[src/rtl/hbm_pkg.sv]
package hbm_pkg;
  localparam int unsigned WORD_W = 32;

  typedef enum logic [2:0] {
    OP_RA_LO   = 3'd0,
    OP_RA_HI   = 3'd1,
    OP_WA      = 3'd2,
    OP_MODE    = 3'd3,
    OP_RXSZ    = 3'd4,
    OP_RD_INC  = 3'd5,
    OP_RD_PEEK = 3'd6,
    OP_WR      = 3'd7
  } hbm_op_e;

  // width code to pointer step in bytes
  function automatic logic [2:0] step_of(input logic [1:0] bw);
    case (bw)
      2'd0:    return 3'd1;
      2'd1:    return 3'd2;
      default: return 3'd4;
    endcase
  endfunction

  // pick the host lane out of a memory word, little-endian
  function automatic logic [WORD_W-1:0] lane_of(input logic [WORD_W-1:0] w,
                                                input logic [1:0] lo,
                                                input logic [1:0] bw);
    logic [WORD_W-1:0] sh;
    case (bw)
      2'd0: begin
        sh = w >> (8 * lo);
        return {24'h0, sh[7:0]};
      end
      2'd1: begin
        sh = w >> (16 * lo[1]);
        return {16'h0, sh[15:0]};
      end
      default: return w;
    endcase
  endfunction
endpackage

[src/rtl/hbm_ptr.sv]
module hbm_ptr
  import hbm_pkg::*;
#(
  parameter int unsigned AW       = 16,
  parameter int unsigned FIX_LOG2 = 14,
  parameter logic [AW-1:0] RXSZ_RST = 16'h1F00
) (
  input  logic          clk,
  input  logic          rst_n,
  input  logic          acc,
  input  logic [2:0]    op,
  input  logic [AW-1:0] opnd,
  input  logic [2:0]    step,
  output logic [AW-1:0] rd_ptr,
  output logic [AW-1:0] wr_ptr,
  output logic          mode
);
  localparam int unsigned HI_W = AW - 8;

  logic [AW-1:0] rx_size;
  logic [AW:0]   sum;
  logic          cross_fix, cross_rx;
  logic [AW-1:0] next_ptr;

  always_comb begin
    sum       = {1'b0, rd_ptr} + (AW+1)'(step);
    cross_fix = sum[AW:FIX_LOG2] != {1'b0, rd_ptr[AW-1:FIX_LOG2]};
    cross_rx  = sum >= {1'b0, rx_size};
    next_ptr  = (mode ? cross_rx : cross_fix) ? '0 : sum[AW-1:0];
  end

  always_ff @(posedge clk) begin
    if (!rst_n) begin
      rd_ptr  <= '0;
      wr_ptr  <= '0;
      mode    <= 1'b0;
      rx_size <= RXSZ_RST;
    end else if (acc) begin
      case (hbm_op_e'(op))
        OP_RA_LO:  rd_ptr[7:0]    <= opnd[7:0];
        OP_RA_HI:  rd_ptr[AW-1:8] <= opnd[HI_W-1:0];
        OP_WA:     wr_ptr         <= opnd;
        OP_MODE:   mode           <= opnd[0];
        OP_RXSZ:   rx_size        <= opnd;
        OP_RD_INC: rd_ptr         <= next_ptr;
        default: ;
      endcase
    end
  end

  // a peek leaves the read pointer in place
  a_r3_peek_holds_ptr: assert property (@(posedge clk) disable iff (!rst_n)
    (acc && op == OP_RD_PEEK) |=> $stable(rd_ptr));

  // in fixed mode an advance stays inside its 16 KiB bank or clears
  a_r5_fixed_wrap: assert property (@(posedge clk) disable iff (!rst_n)
    (acc && op == OP_RD_INC && !mode) |=>
      (rd_ptr[AW-1:FIX_LOG2] == $past(rd_ptr[AW-1:FIX_LOG2])) || (rd_ptr == '0));

  // in region mode an advance lands below the region size or at zero
  a_r6_region_bound: assert property (@(posedge clk) disable iff (!rst_n)
    (acc && op == OP_RD_INC && mode) |=> (rd_ptr < rx_size) || (rd_ptr == '0));

  // a data write does not move the write pointer
  a_r8_wr_ptr_hold: assert property (@(posedge clk) disable iff (!rst_n)
    (acc && op == OP_WR) |=> $stable(wr_ptr));
endmodule

[src/rtl/hbm_prefetch.sv]
module hbm_prefetch
  import hbm_pkg::*;
(
  input  logic              clk,
  input  logic              rst_n,
  input  logic              inval,
  input  logic [WORD_W-1:0] sram_rdata,
  output logic              sram_ren,
  output logic              buf_valid,
  output logic [WORD_W-1:0] buf_word
);
  logic fill_pend;

  assign sram_ren = !buf_valid && !fill_pend;

  always_ff @(posedge clk) begin
    if (!rst_n) begin
      buf_valid <= 1'b0;
      fill_pend <= 1'b0;
      buf_word  <= '0;
    end else begin
      fill_pend <= sram_ren;
      if (inval) begin
        buf_valid <= 1'b0;
      end else if (fill_pend) begin
        buf_valid <= 1'b1;
        buf_word  <= sram_rdata;
      end
    end
  end

  // a dropped buffer is refilled two cycles later
  a_r10_refill: assert property (@(posedge clk) disable iff (!rst_n)
    $fell(buf_valid) |=> ##1 buf_valid);
endmodule

[src/rtl/hbm_wsteer.sv]
module hbm_wsteer
  import hbm_pkg::*;
(
  input  logic [1:0]        bw,
  input  logic [1:0]        lo,
  input  logic [WORD_W-1:0] din,
  output logic [3:0]        be,
  output logic [WORD_W-1:0] dout
);
  always_comb begin
    case (bw)
      2'd0: begin
        be   = 4'b0001 << lo;
        dout = {4{din[7:0]}};
      end
      2'd1: begin
        be   = lo[1] ? 4'b1100 : 4'b0011;
        dout = {2{din[15:0]}};
      end
      default: begin
        be   = 4'b1111;
        dout = din;
      end
    endcase
  end
endmodule

[src/rtl/hbm_port.sv]
module hbm_port
  import hbm_pkg::*;
#(
  parameter int unsigned AW       = 16,
  parameter int unsigned FIX_LOG2 = 14,
  parameter logic [AW-1:0] RXSZ_RST = 16'h1F00
) (
  input  logic              clk,
  input  logic              rst_n,
  input  logic [1:0]        bus_width,
  input  logic              cmd_valid,
  output logic              cmd_ready,
  input  logic [2:0]        cmd_op,
  input  logic [WORD_W-1:0] cmd_data,
  output logic              rsp_valid,
  input  logic              rsp_ready,
  output logic [WORD_W-1:0] rsp_data,
  output logic [AW-1:0]     sram_addr,
  output logic              sram_ren,
  output logic              sram_wen,
  output logic [3:0]        sram_be,
  output logic [WORD_W-1:0] sram_wdata,
  input  logic [WORD_W-1:0] sram_rdata
);
  logic              is_read, acc, inval, buf_valid, mode;
  logic [AW-1:0]     rd_ptr, wr_ptr;
  logic [WORD_W-1:0] buf_word;

  assign is_read   = (cmd_op == OP_RD_INC) || (cmd_op == OP_RD_PEEK);
  assign cmd_ready = buf_valid && (!is_read || !rsp_valid || rsp_ready);
  assign acc       = cmd_valid && cmd_ready;
  assign inval     = acc && (cmd_op == OP_RA_LO || cmd_op == OP_RA_HI ||
                             is_read || cmd_op == OP_WR);
  assign sram_wen  = acc && (cmd_op == OP_WR);
  assign sram_addr = sram_wen ? wr_ptr : rd_ptr;

  hbm_ptr #(.AW(AW), .FIX_LOG2(FIX_LOG2), .RXSZ_RST(RXSZ_RST)) ptr_i (
    .clk(clk), .rst_n(rst_n), .acc(acc), .op(cmd_op),
    .opnd(cmd_data[AW-1:0]), .step(step_of(bus_width)),
    .rd_ptr(rd_ptr), .wr_ptr(wr_ptr), .mode(mode)
  );

  hbm_prefetch pf_i (
    .clk(clk), .rst_n(rst_n), .inval(inval), .sram_rdata(sram_rdata),
    .sram_ren(sram_ren), .buf_valid(buf_valid), .buf_word(buf_word)
  );

  hbm_wsteer ws_i (
    .bw(bus_width), .lo(wr_ptr[1:0]), .din(cmd_data),
    .be(sram_be), .dout(sram_wdata)
  );

  always_ff @(posedge clk) begin
    if (!rst_n) begin
      rsp_valid <= 1'b0;
      rsp_data  <= '0;
    end else if (acc && is_read) begin
      rsp_valid <= 1'b1;
      rsp_data  <= lane_of(buf_word, rd_ptr[1:0], bus_width);
    end else if (rsp_ready) begin
      rsp_valid <= 1'b0;
    end
  end

  // a held response keeps its data until taken
  a_r9_rsp_hold: assert property (@(posedge clk) disable iff (!rst_n)
    (rsp_valid && !rsp_ready) |=> (rsp_valid && $stable(rsp_data)));

  // prefetch reads and host writes never share the SRAM port
  a_r10_port_excl: assert property (@(posedge clk) disable iff (!rst_n)
    !(sram_ren && sram_wen));

  // nothing is answered before the first fill completes
  a_r1_no_early_rsp: assert property (@(posedge clk) disable iff (!rst_n)
    $rose(rst_n) |-> !cmd_ready);

  // mode only ever moves by a host command
  a_r7_mode_by_cmd: assert property (@(posedge clk) disable iff (!rst_n)
    !(acc && cmd_op == OP_MODE) |=> $stable(mode));
endmodule

[config.mk]
export PLATFORM = sky130hd
export DESIGN_NAME = hbm_port
export DESIGN_NICKNAME = d
export VERILOG_FILES = /design/src/rtl/hbm_pkg.sv /design/src/rtl/hbm_ptr.sv /design/src/rtl/hbm_prefetch.sv /design/src/rtl/hbm_wsteer.sv /design/src/rtl/hbm_port.sv
export SDC_FILE = /design/constraint.sdc
export NUM_CORES = 1
export LEC_CHECK = 0
export BUFFER_PORTS_ARGS = -buffer_cell sky130_fd_sc_hd__buf_2
export CAP_MARGIN = 20
export CORE_ASPECT_RATIO = 2
export CORE_UTILIZATION = 53
export DETAILED_ROUTE_END_ITERATION = 12
export PLACE_DENSITY = 0.77
export SYNTH_ARGS = -nofsm -noshare
export SYNTH_HDL_FRONTEND = slang
export SYNTH_SLANG_ARGS = --single-unit
[constraint.sdc]
create_clock -name clk -period 4.82 [get_ports clk]
set_input_delay 0.964 -clock clk [delete_from_list [all_inputs] [get_ports clk]]
set_output_delay 0.964 -clock clk [all_outputs]
set_load 0.01 [all_outputs]
==> out/metrics.yaml <==
setup_viol: 0
core_mm2: 0.0113
clock.fmax_ghz: 0.246
worst_slack_ns: 0.760
worstPathRequired_ns: 5.13
finalCriticalPeriod_ns: 4.06
worstRegToRegCells: 16
cts_buffers: 17
num_rows: 55
whs_ns: 0.451
root_buffer: "clkbuf_16"
peakVddDrop_mv: 0.296
worstHoldStart: "rsp_data[18]$_SDFFE_PN0P_"
criticalPathCategory: "in -> reg"
drt-initial-drc-count: 524
syn_inst: 797
synth_area_per_cell_um2: 7.74
synth_seq_cells: 116
start_kind: "input port"
synth_top_cell_by_area: "dfxtp_1"
status: "finished clean"
cts_tree: "done"
drtAntennaViolNets: 0
crit_chain: "buf_2 -> nor2_1 -> ha_1 -> ha_1 -> a21oi_1 -> a21boi_1 -> buf_4 -> nand4_1 -> xnor2_1 -> ha_1 -> a211oi_1 -> o21ai_0 -> a22o_1 -> nor3_4 -> buf_4 -> nor4b_1 -> nor4_1"
fin_tns_setup_ns: 0
rsz0062_at_grt: "false"
slew_violations: 0
worst_slew_pin_slew_ns: 0.968
wl_mm: 21.2
clk_latency_ns: 0.41
grt_pass1_vias: 6127
synth.most_common_cell: "nand2_1"
pre_cts_slack_ns: 0.471
slowest_delay_ns: 0.31
hold_viol_final: 0
max-cap-violations: 0
antennaDiodeCount: 0
syn_to_final_growth_pct: 23.0
cp_slowest_cell: "a211oi_1"
maxSlewHeadroom: 0.352
leakage_nw: 3.19
place.gp.congestion: 0.984
crit_path_end_kind: "flop"
finalNetCount: 1016
synthDominantCellAreaShare: 0.377
ys_warn_count: 0
fp.dieW_um: 78.3
seq_area_frac_synth: 0.377
worstSetupEndpoint: "ptr_i.rd_ptr[3]$_SDFFE_PN0P_"
powerDensity_mw_per_mm2: 349
hpwl_mm: 15.1
netlist_top_cells_area: "dfxtp_1, nand2_1, a21oi_1"
drc: 0
final_cells: 1078
synth_fp_nets: 889
drt_pass1_iterations: 5
grt_pass1_wl_mm: 32.4
cts_buffer_depth: 2
viasPerCell: 5.98
ios: 161
clkTransAtPathRegs_ns: 0.06
syn-cell-area_mm2: 0.00617
synth-edff-count: 0
cp_common_cell: "ha_1"
die_area_mm2: 0.0121
clock_sinks: 116
vias: 6450
antenna_found_initial: 0
worstHoldPathType: "reg -> reg"
yosys_most_used_dff: "dfxtp_1"
place_inst: 1046
synthTopCellsByCount: "nand2_1, dfxtp_1, a21oi_1, clkbuf_1, nand3_1"
layout-drive-gt1-share: 0.267
grt_max_degree: 53
timing.rr.end: "ptr_i.rd_ptr[3]$_SDFFE_PN0P_"
crit_start: "bus_width[0]"
grt_usage: 0.355
wl_per_cell_um: 19.6
r2r_start: "ptr_i.rd_ptr[1]$_SDFFE_PN0P_"
grt_overflow_total: 0
ff2ff_setup_slack_ns: 0.96
cts_resized: 0
arrival_ns: 4.37
io_buffers: 160
post_cts_buffers: 0
start_util: 0.546
crit_path_max_fanout: 15
htree_num_levels: 4
cts_hold_buf: 0
die_h_um: 155
skew_ns: 0.00736
synth_cell_types: 61
final_core_util: 0.672
synthArstFlopShare: 0
finalCritPeriodShare: 0.842
==> sequential cells by signal, summed over array words and instances, names as in the netlist <==
signal	count
ptr_i.mode	1
pf_i.buf_word	32
rsp_valid	1
ptr_i.rd_ptr	16
rsp_data	32
ptr_i.rx_size	16
ptr_i.wr_ptr	16
pf_i.fill_pend	1
pf_i.buf_valid	1
==> cell usage in the layout (no fill, tap or decap), types with 5 or more instances in the layout <==
cell and n:
nand2_1 199, buf_2 160, dfxtp_1 116, a21oi_1 90, nand3_1 37, mux2_2 31, o21ai_0 30, nor2_1 23
inv_1 21, ha_1 19, nor3_1 17, clkbuf_16 17, buf_4 13, xnor2_1 12, a31oi_1 11, o211ai_1 9
mux2i_1 9, nand4_1 9, a221oi_1 9, o22ai_1 9, o2111ai_1 8, o21ai_1 7, and3_1 5
==> kinds of logic (layout without fill, tap and decap cells) <==
logic type | Yosys count | in the layout | synth area share
compound gates | 192 | 192 | 0.185
xor+xnor | 17 | 17 | 0.0254
fa+ha+maj | 19 | 19 | 0.0386
buf+inv | 89 | 228 | 0.0666
flops | 116 | 116 | 0.377
mux | 40 | 40 | 0.0712
simple gates | 324 | 324 | 0.237
==> layer usage <==
layer / up-vias / part of all wire / wire length, µm / global-route usage
li1: 3036 / - / - / -
met1: 2989 / 0.34 / 7100 / 0.346
met2: 307 / 0.53 / 11300 / 0.634
met3: 118 / 0.052 / 1110 / 0.0802
met4: 0 / 0.080 / 1700 / 0.268
met5: - / 0 / 0 / 0
==> where the power goes <==
part	switching (mW)	internal, mW	total (mW)
clock	0.462	0.877	1.34
combinational	0.177	0.112	0.289
sequential	0.0323	0.990	1.02
==> how the worst min path moves through the flow <==
stage	endpoint	slack, ns	cells past startpoint
final	rsp_data[18]$_SDFFE_PN0P_	0.45	2
after global routing	rsp_data[30]$_SDFFE_PN0P_	0.47	2
after CTS	rsp_data[18]$_SDFFE_PN0P_	0.45	2
after detailed placement	rsp_data[31]$_SDFFE_PN0P_	0.44	2
after global placement	ptr_i.wr_ptr[2]$_SDFFE_PN0P_	0.44	2
after floorplan	ptr_i.wr_ptr[10]$_SDFFE_PN0P_	0.43	2
==> stage by stage <==
step	instance area, µm²	power [mW]
finish	7580	2.65
global route	7580	2.73
CTS	7560	2.64
detailed placement	6940	1.32
global placement	6920	1.32
floorplan	6170	1.20
==> area by class of cell <==
cell class / count / area (µm²)
fillers: 1000 / 3700
multi-input cells: 592 / 3440
flip-flops and latches: 116 / 2320
repair buffers: 175 / 937
clock buffers: 19 / 443
clock inverters: 12 / 179
well taps: 142 / 178
inverters: 22 / 82.6
==> critical path, delay by kind of cell <==
kind | cells | cell delay (ns)
buffers and inverters | 3 | 0.59
xor gates and xnor gates | 1 | 0.26
adders and majority gates | 3 | 0.70
and+or+nand+nor | 5 | 0.87
AOI/OAI and AO/OA | 5 | 0.98
(Power assumes the default switching activity.)
